`src/rtl/stor_cmd_pkg.sv`:
```
package stor_cmd_pkg;
  typedef enum logic [2:0] {
    OP_IDENT = 3'b000,
    OP_SHUT  = 3'b001,
    OP_WR    = 3'b010,
    OP_RD    = 3'b011,
    OP_HLOG  = 3'b100,
    OP_RSV5  = 3'b101,
    OP_FLUSH = 3'b110,
    OP_INIT  = 3'b111
  } op_e;

  typedef enum logic [2:0] {
    S_LINK,
    S_IDLE,
    S_GATE,
    S_WAIT,
    S_DRAIN,
    S_FIN,
    S_DEAD
  } st_e;
endpackage

```
`src/rtl/stor_op_decode.sv`:
```
module stor_op_decode
  import stor_cmd_pkg::*;
(
  input  op_e  op_i,
  output logic valid_o,
  output logic xfer_o
);
  always_comb begin
    valid_o = 1'b1;
    xfer_o  = 1'b0;
    unique case (op_i)
      OP_WR, OP_RD:                     xfer_o  = 1'b1;
      OP_IDENT, OP_SHUT, OP_HLOG, OP_FLUSH: xfer_o = 1'b0;
      default:                          valid_o = 1'b0;
    endcase
  end
endmodule

```
`src/rtl/stor_chunk_calc.sv`:
```
module stor_chunk_calc #(
  parameter int LEN_W     = 48,
  parameter int MAX_CHUNK = 256,
  parameter int CNT_W     = $clog2(MAX_CHUNK + 1)
) (
  input  logic [LEN_W-1:0] rem_i,
  output logic [CNT_W-1:0] chunk_o
);
  localparam logic [LEN_W-1:0] MaxLen = LEN_W'(MAX_CHUNK);

  always_comb begin
    if (rem_i > MaxLen) chunk_o = CNT_W'(MAX_CHUNK);
    else                chunk_o = rem_i[CNT_W-1:0];
  end
endmodule

```
`src/rtl/stor_level_gate.sv`:
```
module stor_level_gate #(
  parameter int LVL_W = 16,
  parameter int CNT_W = 9
) (
  input  logic             rd_i,
  input  logic [LVL_W-1:0] fill_i,
  input  logic [LVL_W-1:0] free_i,
  input  logic [CNT_W-1:0] need_i,
  output logic             ok_o
);
  localparam int W = LVL_W + CNT_W;

  logic [W-1:0] need_x, fill_x, free_x;

  assign need_x = W'(need_i);
  assign fill_x = W'(fill_i);
  assign free_x = W'(free_i);
  // read needs room to land, write needs data on hand
  assign ok_o   = rd_i ? (free_x >= need_x) : (fill_x >= need_x);
endmodule

```
`src/rtl/stor_cmd_seq.sv`:
```
module stor_cmd_seq
  import stor_cmd_pkg::*;
#(
  parameter int ADDR_W    = 48,
  parameter int LEN_W     = 48,
  parameter int LVL_W     = 16,
  parameter int MAX_CHUNK = 256,
  parameter int CNT_W     = $clog2(MAX_CHUNK + 1)
) (
  input  logic              clk_i,
  input  logic              rst_ni,
  input  logic              link_up_i,
  input  logic              req_i,
  input  logic [2:0]        op_i,
  input  logic [ADDR_W-1:0] addr_i,
  input  logic [LEN_W-1:0]  len_i,
  input  logic [LVL_W-1:0]  buf_fill_i,
  input  logic [LVL_W-1:0]  buf_free_i,
  input  logic              sub_done_i,
  input  logic              sub_err_i,
  input  logic [ADDR_W-1:0] id_cap_i,
  input  logic              id_4k_i,
  output logic              busy_o,
  output logic              sub_issue_o,
  output logic [2:0]        sub_op_o,
  output logic [ADDR_W-1:0] sub_addr_o,
  output logic [CNT_W-1:0]  sub_cnt_o,
  output logic [ADDR_W-1:0] capacity_o,
  output logic              lba_4k_o
);
  st_e               st_q;
  op_e               op_q;
  logic [ADDR_W-1:0] addr_q;
  logic [LEN_W-1:0]  rem_q;
  logic              iss_q;
  logic [ADDR_W-1:0] iss_addr_q;
  logic [CNT_W-1:0]  iss_cnt_q;
  logic [ADDR_W-1:0] cap_q;
  logic              lba4k_q;

  logic              req_valid, req_xfer, gate_ok;
  logic [CNT_W-1:0]  chunk;

  stor_op_decode u_dec (
    .op_i    (op_e'(op_i)),
    .valid_o (req_valid),
    .xfer_o  (req_xfer)
  );

  stor_chunk_calc #(
    .LEN_W     (LEN_W),
    .MAX_CHUNK (MAX_CHUNK),
    .CNT_W     (CNT_W)
  ) u_chunk (
    .rem_i   (rem_q),
    .chunk_o (chunk)
  );

  stor_level_gate #(
    .LVL_W (LVL_W),
    .CNT_W (CNT_W)
  ) u_gate (
    .rd_i   (op_q == OP_RD),
    .fill_i (buf_fill_i),
    .free_i (buf_free_i),
    .need_i (chunk),
    .ok_o   (gate_ok)
  );

  always_ff @(posedge clk_i or negedge rst_ni) begin
    if (!rst_ni) begin
      st_q       <= S_LINK;
      op_q       <= OP_INIT;
      addr_q     <= '0;
      rem_q      <= '0;
      iss_q      <= 1'b0;
      iss_addr_q <= '0;
      iss_cnt_q  <= '0;
      cap_q      <= '0;
      lba4k_q    <= 1'b0;
    end else begin
      iss_q <= 1'b0;
      unique case (st_q)
        S_LINK: begin
          if (link_up_i) begin
            iss_q      <= 1'b1;
            op_q       <= OP_INIT;
            iss_addr_q <= '0;
            iss_cnt_q  <= '0;
            st_q       <= S_WAIT;
          end
        end
        S_IDLE: begin
          if (req_i && req_valid) begin
            op_q   <= op_e'(op_i);
            addr_q <= addr_i;
            rem_q  <= len_i;
            if (req_xfer) begin
              st_q <= (len_i == '0) ? S_FIN : S_GATE;
            end else begin
              iss_q      <= 1'b1;
              iss_addr_q <= addr_i;
              iss_cnt_q  <= '0;
              st_q       <= S_WAIT;
            end
          end
        end
        S_GATE: begin
          if (gate_ok) begin
            iss_q      <= 1'b1;
            iss_addr_q <= addr_q;
            iss_cnt_q  <= chunk;
            addr_q     <= addr_q + ADDR_W'(chunk);
            rem_q      <= rem_q - LEN_W'(chunk);
            st_q       <= S_WAIT;
          end
        end
        S_WAIT: begin
          if (sub_err_i) begin
            st_q <= S_DEAD;
          end else if (sub_done_i) begin
            unique case (op_q)
              OP_SHUT: st_q <= S_DEAD;
              OP_IDENT: begin
                cap_q   <= id_cap_i;
                lba4k_q <= id_4k_i;
                st_q    <= S_IDLE;
              end
              OP_WR:   st_q <= (rem_q == '0) ? S_IDLE  : S_GATE;
              OP_RD:   st_q <= (rem_q == '0) ? S_DRAIN : S_GATE;
              default: st_q <= S_IDLE;
            endcase
          end
        end
        S_DRAIN: if (buf_fill_i == '0) st_q <= S_IDLE;
        S_FIN:   st_q <= S_IDLE;
        default: st_q <= S_DEAD;
      endcase
    end
  end

  assign busy_o      = (st_q != S_IDLE);
  assign sub_issue_o = iss_q;
  assign sub_op_o    = op_q;
  assign sub_addr_o  = iss_addr_q;
  assign sub_cnt_o   = iss_cnt_q;
  assign capacity_o  = cap_q;
  assign lba_4k_o    = lba4k_q;
endmodule

```
`config.mk`:
```
export PLATFORM = sky130hd
export DESIGN_NAME = stor_cmd_seq
export DESIGN_NICKNAME = d
export VERILOG_FILES = /design/src/rtl/stor_cmd_pkg.sv /design/src/rtl/stor_op_decode.sv /design/src/rtl/stor_chunk_calc.sv /design/src/rtl/stor_level_gate.sv /design/src/rtl/stor_cmd_seq.sv
export SDC_FILE = /design/constraint.sdc
export NUM_CORES = 1
export LEC_CHECK = 0
export ABC_CLOCK_PERIOD_IN_PS = 6350
export BUFFER_PORTS_ARGS = -buffer_cell sky130_fd_sc_hd__buf_2
export CAP_MARGIN = 40
export CORE_MARGIN = 2
export CORE_UTILIZATION = 35
export DETAILED_ROUTE_END_ITERATION = 16
export GPL_ROUTABILITY_DRIVEN = 0
export HOLD_SLACK_MARGIN = 0.05
export PLACE_DENSITY = 0.64
export SLEW_MARGIN = 20
export SYNTH_ARGS = -nofsm -noshare
export SYNTH_HDL_FRONTEND = slang
export SYNTH_SLANG_ARGS = --single-unit
```
`constraint.sdc`:
```
create_clock -name clk_i -period 6.35 [get_ports clk_i]
set_input_delay 1.27 -clock clk_i [delete_from_list [all_inputs] [get_ports clk_i]]
set_output_delay 1.27 -clock clk_i [all_outputs]
set_load 0.05 [all_outputs]
```
==> flow_summary_export.csv, run 1 <==
group,metric,value,unit
run_status,status,"finished, final reports clean",
synth,synth_ff_type,"dfrtp_1",
floorplan,io_pins,297,
sta,period_share,75.42,%
place,place_inst,1974,
cts,cts_buffer_depth,3,
sta,slew_viol_final,0,
critical_path,cp_max_fo,54,
power,p_comb_share,44.5,%
sta,slew_headroom,37.08,%
power,p_int,3.837,mW
cells_and_area,syn2layout_area_growth,22.26,%
grt,grt_max_degree,185,
worst_hold_path,holdCritStartpoint,"sub_addr_o[43]",
power,switching_share,44.76,%
place,io_buffers,296,
power,seq_power_share,33.7,%
synth,ys_seq_area_share,42.09,%
cts,holdBufCountCts,0,
cts,cts_tree,"done",
synth,postSynthCellCount,1292,
routing,vias,11560,
critical_path,arrival,5.18,ns
routing,wl_per_cell,19.39,um
routing,drt-initial-drc-count,782,
floorplan,rows,69,
power,p_clk_share,21.8,%
critical_path,r2r-end,"sub_addr_o[23]",
sta,max_clock_freq,208.8,MHz
synth,synth_top_area_share,41.46,%
critical_path,cp_data_required_time,6.74,ns
sta,rsz0062_at_grt,"no",
sta,tns,0,ns
synth,ys_warn_count,0,
power,power_leakage,7.131,nW
floorplan,core,35310,sq um
sta,fin_skew,0.02198,ns
worst_hold_path,worst_hold_path.num_cells,1,
worst_hold_path,hp-class,"reg -> reg",
routing,drc,0,
power,p_total,6.947,mW
floorplan,dieArea,37050,sq um
sta,worst_slew_pin_slew,0.9437,ns
cts,clockRootBuffer,"clkbuf_16",
routing,vias_per_cell,5.709,
floorplan,die_w,192.5,um
cts,cts_resized,0,
cts,path_clk_slew,0.06,ns
critical_path,r2r_cells,13,
cells_and_area,nets,1758,
synth,synth-edff-count,0,
cells_and_area,drive_gt1_share,31.52,%
grt,grt_antenna_before_repair,6,
synth,async_flop_share,100.0,%
cts,clock_sinks,209,
sta,period_minus_slack,4.789,ns
grt,grt_pass1_wl,60750,um
flow_run,cap_violations,0,
floorplan,dieHeight,192.5,um
cells_and_area,instances_no_fill,2025,
cts,cts_setup_buffers,0,
sta,setup_viol,0,
synth,yosys.area.top_type,"dfrtp_1",
synth,ys_types,86,
power,ir_drop,0.2915,mV
critical_path,r2r-start,"rem_q[36]",
grt,grt_pass1_vias,10850,
critical_path,endpoint_kind,"flop",
synth,synth_area,12430,sq um
power,p_switching,3.110,mW
cts,numCtsBuffers,25,
sta,hold_viol,0,
worst_hold_path,whs_endpoint,"sub_addr_o[43]",
critical_path,reg2reg_slack,1.56,ns
power,powerDensity,457.0,nW/um^2
routing,wl,39270,um
grt,grt_overflow,0,
cts,clk_latency,0.53,ns
critical_path,worst-setup-path-type,"reg -> reg",
place,dp_hpwl,28050,um
grt,grt_use_total,20.46,%
synth,syn-num-nets,1507,
cts,ctsHtreeMaxLevel,1,
routing,first_pass_iters,5,
synth,ys_ff_latch,209,
floorplan,start_util,35.21,%
critical_path,startpoint_type,"flop",
synth,syn_avg_cell_area,9.624,sq um
synth,synth.area.top_cells,"dfrtp_1 41%, mux2_2 9.1%, nand2_1 4.0%",
routing,ant_nets,0,
-- worst max-delay path: stages (launching register included) --
cell	delay (ns)
dfrtp_1	0.46
nor4_1	0.66
and2_1	0.28
and4_1	0.50
and3_1	0.32
ha_1	0.25
nand2b_1	0.14
a2111o_1	0.43
a211oi_1	0.36
a211oi_2	0.19
nor2_4	0.15
buf_4	0.17
buf_16	0.26
mux2_2	0.39
-- cells by family (layout without fill, tap and decap cells) --
group	count (synthesis)	after routing	share of synthesized area (%)
buffers and inverters	124	393	4.548
multiplexers	110	110	9.901
adder cells (fa/ha/maj)	29	29	2.979
other	1	4	0.03016
AND/OR/NAND/NOR	415	415	17.41
flip-flops	209	209	42.09
XOR/XNOR	5	5	0.3522
AO/OA/AOI/OAI	399	399	22.69
-- per-stage QoR --
step	hold slack, ns	util (%)	cell area, sq um	setup WS (ns)
2_1_floorplan	0.4727	-	12430	2.611
3_3_place_gp	0.4734	40.30	14230	1.517
3_5_place_dp	0.4834	40.43	14270	1.392
4_1_cts	0.4957	42.86	15130	1.384
5_1_grt	0.5145	43.05	15200	1.279
6_report	0.4939	43.05	15200	1.561
-- registers in the layout, indices dropped and copies added, names as in the netlist --
name,cells
sub_addr_o,48
addr_q,48
lba_4k_o,1
capacity_o,48
sub_issue_o,1
rem_q,48
sub_cnt_o,9
sub_op_o,3
st_q,3
-- per-layer routing --
layer | vias to the layer above | GRT usage, % | part of all wire (%)
met3 | 66 | 3.546 | 7.6
met4 | 8 | 5.138 | 2.2
met5 | - | 0 | 0.12
met2 | 451 | 31.90 | 44
li1 | 5456 | - | -
met1 | 5579 | 29.33 | 46
-- power groups by stage --
stage | logic [mW] | clock network [mW] | registers, mW
2_1_floorplan | 1.74 | 0 | 2.86
3_3_place_gp | 2.99 | 0 | 2.33
3_5_place_dp | 3.07 | 0 | 2.35
4_1_cts | 3.08 | 1.56 | 2.33
5_1_grt | 3.36 | 1.62 | 2.43
6_report | 3.09 | 1.51 | 2.34
-- area by class of cell --
cell class | count | area [sq um]
well taps | 461 | 576.8
clock inverters | 10 | 156.4
flip-flops and latches | 209 | 5234
repair buffers | 313 | 1729
inverters | 35 | 131.4
fillers | 3387 | 20110
multi-input cells | 959 | 6664
diodes | 3 | 7.507
clock buffers | 35 | 703.2
-- placed cells by master (no fill, tap or decap), drive strengths merged, types with 6 or more instances in the layout --
cell type	Yosys	final
nor3	33	33
or4	10	10
or3	15	15
nor4	38	38
nand4	24	24
o31ai	8	8
dfrtp	206	206
clkbuf	46	37
o2111ai	9	9
and4	9	9
a211oi	10	10
o22ai	23	23
nand2	134	134
mux2i	6	6
mux2	104	104
o21ai	51	51
a22o	34	34
a31oi	26	26
a2bb2oi	24	24
a21o	7	7
a21oi	98	98
nand3	30	30
and3	12	12
and2	17	17
ha	28	28
nor2	71	71
o22a	15	15
o211ai	30	30
buf	43	311
inv	35	36
-- synthesized netlist by cell type, types with 5 or more instances --
cell type and count:
o21a_1 5, o22ai_1 23, o211ai_1 29, buf_2 26
a41oi_1 5, a31oi_1 26, o221ai_1 5, nand2_1 134
a22o_1 34, o311ai_0 5, nand4_1 22, ha_1 28
a211oi_1 9, and3_1 12, nor4_1 32, o21ai_1 6
nor3_1 29, nand3_1 30, nand2b_1 5, o32ai_1 5
a21o_1 7, clkbuf_1 46, or4_1 8, mux2_2 101
buf_6 8, nor4_2 5, and4_1 9, a32oi_1 5
o22a_1 15, o31ai_1 8, inv_1 32, dfrtp_1 206
and2_1 16, buf_1 7, a21oi_1 97, mux2i_1 6
nor2_1 69, a2bb2oi_1 24, nor3b_1 5, o21ai_0 45
o2111ai_1 9, or3_1 14
-- worst max-delay path by stage --
stage / slack (ns) / from / to
2_1_floorplan: 2.61 / rem_q[4] / sub_addr_o[39]
3_3_place_gp: 1.52 / rem_q[36] / sub_addr_o[12]
3_5_place_dp: 1.39 / rem_q[36] / sub_addr_o[17]
4_1_cts: 1.38 / rem_q[36] / sub_addr_o[23]
5_1_grt: 1.28 / rem_q[36] / sub_addr_o[23]
6_report: 1.56 / rem_q[36] / sub_addr_o[23]
Note: power is estimated with default switching activity, not from simulation.
==> run 2: changes to the inputs <==
ABC_CLOCK_PERIOD_IN_PS = 4100   (was 6350)
PLACE_DENSITY = 0.66   (was 0.64)
clock period = 4.1 ns   (was 6.35 ns; I/O delays follow)
==> run 2 against run 1 <==
  * Combinational power is 60% higher
  * Sequential power up 54%
  * Clock skew decreased by 0.0064 ns
  * Worst setup slack worse by 1.4 ns
  * Via count rose by 1.4%
  * Critical endpoint unchanged
==> flow_summary_export.csv, run 2 (synthesized netlist as in run 1, its figures left out) <==
group,metric,value,unit
sta,tns,0,ns
sta,slew_viol_final,0,
routing,drt-initial-drc-count,936,
sta,fin_skew,0.01556,ns
critical_path,arrival,4.32,ns
cts,path_clk_slew,0.06,ns
routing,vias,11730,
place,io_buffers,296,
grt,grt_pass1_vias,11160,
critical_path,r2r-start,"rem_q[5]",
cells_and_area,nFillCells,3386,
grt,grt_use_total,20.96,%
cts,clock_sinks,209,
grt,grt_max_degree,81,
floorplan,rows,69,
sta,hold_viol,0,
critical_path,r2r-end,"sub_addr_o[23]",
cts,clk_latency,0.53,ns
sta,max_clock_freq,255.5,MHz
cells_and_area,drive_gt1_share,33.04,%
routing,drc,0,
floorplan,io_pins,297,
critical_path,startpoint_type,"flop",
cts,cts_buffer_depth,3,
place,dp_hpwl,29700,um
floorplan,dieArea,37050,sq um
cells_and_area,layout_common_cells,"295 x buf_2, 206 x dfrtp_1, 134 x nand2_1",
cells_and_area,fin_util,43.75,%
flow_run,cap_violations,0,
critical_path,cp_data_required_time,4.50,ns
routing,ant_nets,0,
routing,vias_per_cell,5.715,
sta,period_minus_slack,3.914,ns
routing,wl,40190,um
critical_path,reg2reg_slack,0.19,ns
power,power_leakage,7.255,nW
run_status,status,"finished, final reports clean",
grt,grt_antenna_before_repair,5,
sta,slew_headroom,43.32,%
cts,ctsHtreeMaxLevel,1,
worst_hold_path,hp-class,"in -> async",
cts,holdBufCountCts,0,
grt,grt_pass1_wl,61420,um
cells_and_area,mostFrequentLayoutCell,"buf_2",
critical_path,endpoint_kind,"flop",
routing,first_pass_iters,5,
sta,period_share,95.46,%
cells_and_area,syn2layout_area_growth,24.24,%
cts,clockRootBuffer,"clkbuf_16",
floorplan,dieHeight,192.5,um
critical_path,r2r_cells,12,
floorplan,core,35310,sq um
cells_and_area,nets,1786,
cts,numCtsBuffers,25,
cts,cts_tree,"done",
grt,grt_overflow,0,
floorplan,start_util,35.21,%
floorplan,die_w,192.5,um
power,ir_drop,0.3527,mV
sta,setup_viol,0,
sta,worst_slew_pin_slew,0.8483,ns
critical_path,cp_max_fo,41,
power,p_total,10.80,mW
routing,wl_per_cell,19.59,um
critical_path,worst-setup-path-type,"reg -> reg",
power,powerDensity,699.4,nW/um^2
-- run 2: changes by cell type in the layout (fill, tap and decap cells not counted), sizes merged --
cell | previous run | this run
buf | 311 | 340
bufinv | 4 | 3
diode | 3 | 2
clkbuf | 37 | 36
clkinv | 4 | 5
-- run 2: layer usage --
| metal | global-route usage, % | vias up | wire (um) |
|---|---|---|---|
| met4 | 8.573 | 6 | 1553 |
| met1 | 28.81 | 5659 | 17630 |
| met2 | 32.43 | 489 | 17820 |
| li1 | - | 5492 | - |
| met3 | 3.855 | 81 | 3145 |
| met5 | 0 | - | 41 |
-- run 2: metrics by stage --
step	setup slack, ns	instance area (sq um)	std cells	hold slack, ns
2_1_floorplan	0.3606	12430	1292	0.4727
3_3_place_gp	0.2310	14530	2003	0.4728
3_5_place_dp	0.1545	14560	2004	0.4862
4_1_cts	0.1705	15380	2049	0.2236
5_1_grt	-0.006683	15450	2052	0.2400
6_report	0.1860	15450	2052	0.2281
-- run 2: area by class of cell --
cell class / count / area (sq um) / area share (%)
diodes: 2 / 5.005 / 0.03240
clock buffers: 35 / 693.2 / 4.487
clock inverters: 10 / 131.4 / 0.8504
inverters: 35 / 131.4 / 0.8504
multi-input cells: 959 / 6716 / 43.48
flip-flops and latches: 209 / 5234 / 33.88
well taps: 461 / 576.8 / 3.734
repair buffers: 341 / 1961 / 12.69
-- run 2: report_power, final --
part / total, mW / switching, mW / internal [mW] / leakage (nW)
logic: 4.95 / 3.20 / 1.75 / 4.19
clock network: 2.26 / 0.890 / 1.36 / 0.405
registers: 3.60 / 0.770 / 2.83 / 2.66
-- run 2: repair_timing --
item / 4_1_cts / 5_1_grt
endpoints found under the setup margin: 0 / 97
buffers inserted: 0 / 1
resized for setup: 0 / 9
-- run 2: worst max path at each step --
| stage | start | end | depth (start not counted) |
|---|---|---|---|
| final | rem_q[5] | sub_addr_o[23] | 12 |
| after global routing | rem_q[5] | addr_q[45] | 14 |
| after CTS | rem_q[9] | addr_q[45] | 14 |
| after detailed placement | rem_q[9] | addr_q[41] | 14 |
| after global placement | rem_q[37] | addr_q[45] | 15 |
| after floorplan | rem_q[4] | sub_addr_o[39] | 13 |
-- run 2: worst max-delay path, cell delays in order (launching register included) --
cell      delay, ns
dfrtp_1        0.42
or4_4          0.57
or3_4          0.38
nand2_1        0.12
and3_1         0.21
ha_1           0.23
nand2b_1       0.14
a2111o_1       0.42
a211oi_1       0.33
a211oi_2       0.12
nor2_4         0.18
buf_12         0.23
mux2_2         0.37
==> run 3: changes to the inputs <==
CORE_ASPECT_RATIO = 2   (was unset)
MAX_ROUTING_LAYER = met4   (was unset)
==> run 3 against run 2 <==
  * Design area down 0.55%
  * Critical path depth grew 1
  * Clock skew is 0.017 ns higher
  * Critical path type unchanged
  * Wire length is 3.6% higher
==> flow_summary_export.csv, run 3 (synthesized netlist as in run 1, its figures left out) <==
group,metric,value,unit
sta,rsz0062_at_grt,"no",
routing,wl,41630,um
floorplan,io_pins,297,
place,dp_hpwl,31050,um
sta,fin_skew,0.03278,ns
routing,vias_per_cell,5.817,
sta,slew_viol_final,0,
sta,worst_slew_pin_slew,0.9311,ns
place,io_buffers,296,
power,power_leakage,7.240,nW
cells_and_area,seqCellArea,5234,sq um
place,postPlaceCellArea,14570,sq um
sta,max_clock_freq,256.6,MHz
critical_path,endpoint_kind,"flop",
grt,grt_pass1_wl,64360,um
floorplan,rows,97,
cells_and_area,nFillCells,3402,
sta,setup_viol,0,
cells_and_area,mostFrequentLayoutCell,"buf_2",
sta,hold_viol,0,
critical_path,cp_max_fo,34,
cts,path_clk_slew,0.07,ns
cts,numCtsBuffers,22,
routing,first_pass_iters,5,
power,ir_drop,0.4838,mV
power,p_total,10.74,mW
cells_and_area,fin_util,43.80,%
cells_and_area,layout_common_cells,"295 x buf_2, 206 x dfrtp_1, 134 x nand2_1",
grt,grt_max_degree,130,
cts,cts_setup_buffers,0,
floorplan,dieArea,37140,sq um
critical_path,r2r_cells,13,
routing,ant_nets,0,
critical_path,reg2reg_slack,0.20,ns
grt,grt_pass1_vias,11880,
critical_path,r2r-end,"rem_q[45]",
sta,period_share,95.04,%
grt,grt_use_total,22.59,%
power,powerDensity,699.3,nW/um^2
floorplan,dieHeight,270.6,um
cts,cts_tree,"done",
routing,wl_per_cell,20.42,um
cts,ctsHtreeMaxLevel,1,
grt,grt_antenna_before_repair,3,
routing,vias,11860,
worst_hold_path,hp-class,"in -> async",
cts,clock_sinks,209,
run_status,status,"finished, final reports clean",
cts,clockRootBuffer,"clkbuf_16",
routing,drc,0,
cells_and_area,nets,1789,
cells_and_area,multiInputGateArea,6681,sq um
critical_path,startpoint_type,"flop",
floorplan,start_util,35.45,%
sta,tns,0,ns
cts,clk_latency,0.55,ns
flow_run,cap_violations,0,
grt,grt_overflow,0,
cells_and_area,drive_gt1_share,33.14,%
floorplan,core,35070,sq um
cells_and_area,stdcell_area,15360,sq um
floorplan,die_w,137.3,um
cells_and_area,syn2layout_area_growth,23.56,%
critical_path,r2r-start,"rem_q[5]",
sta,period_minus_slack,3.897,ns
routing,drt-initial-drc-count,751,
sta,holdWs,0.3211,ns
critical_path,worst-setup-path-type,"reg -> reg",
sta,slew_headroom,37.93,%
critical_path,cp_data_required_time,4.52,ns
critical_path,arrival,4.32,ns
cts,cts_buffer_depth,3,
## run 3: final cells by class
class,count,share of cell area [%]
Multi-Input combinational cell,959,43.49
Sequential cell,209,34.07
Timing Repair Buffer,347,12.92
Clock buffer,28,3.925
Tap cell,445,3.624
Clock inverter,12,1.075
Inverter,35,0.8551
Antenna cell,3,0.04886
## run 3: layer usage
layer | wire length, um | vias up | track usage, %
li1 | - | 5485 | -
met1 | 15130 | 5720 | 24.24
met2 | 21360 | 504 | 38.77
met3 | 2400 | 146 | 3.073
met4 | 2735 | 0 | 13.56
met5 | 0 | - | -
## run 3: worst max path at each step
| stage | from | to | slack (ns) | cells past startpoint |
|---|---|---|---|---|
| after floorplan | rem_q[4] | sub_addr_o[39] | 0.36 | 13 |
| after global placement | rem_q[9] | sub_addr_o[28] | 0.20 | 12 |
| after detailed placement | rem_q[9] | sub_addr_o[33] | 0.15 | 12 |
| after CTS | rem_q[5] | sub_addr_o[46] | 0.14 | 11 |
| after global routing | rem_q[36] | addr_q[44] | 0.02 | 14 |
| final | rem_q[5] | rem_q[45] | 0.20 | 13 |
## run 3: where the power goes
part	leakage, nW	switching, mW	internal, mW
Clock	0.366	0.910	1.24
Combinational	4.21	3.22	1.76
Sequential	2.66	0.786	2.83
## run 3: critical path, cell delays in order, from the launching register on
cell and delay [ns]:
dfrtp_1 0.41, or4_4 0.57, or3_4 0.38, a21oi_4 0.26, nand2_1 0.12, buf_4 0.15
ha_1 0.27, nand3_1 0.10, nor4_2 0.29, a2111o_1 0.26, o211a_2 0.33, buf_12 0.24
o21ai_0 0.11, a22o_1 0.26
## run 3: timing repair
item	4_1_cts	5_1_grt
setup endpoints to repair	0	38
hold buffers	0	0
gates resized for setup	0	3
## run 3: stage by stage
step | std cells | setup slack [ns]
2_1_floorplan | 1292 | 0.3606
3_3_place_gp | 1994 | 0.2002
3_5_place_dp | 1994 | 0.1531
4_1_cts | 2034 | 0.1387
5_1_grt | 2038 | 0.02343
6_report | 2038 | 0.2035
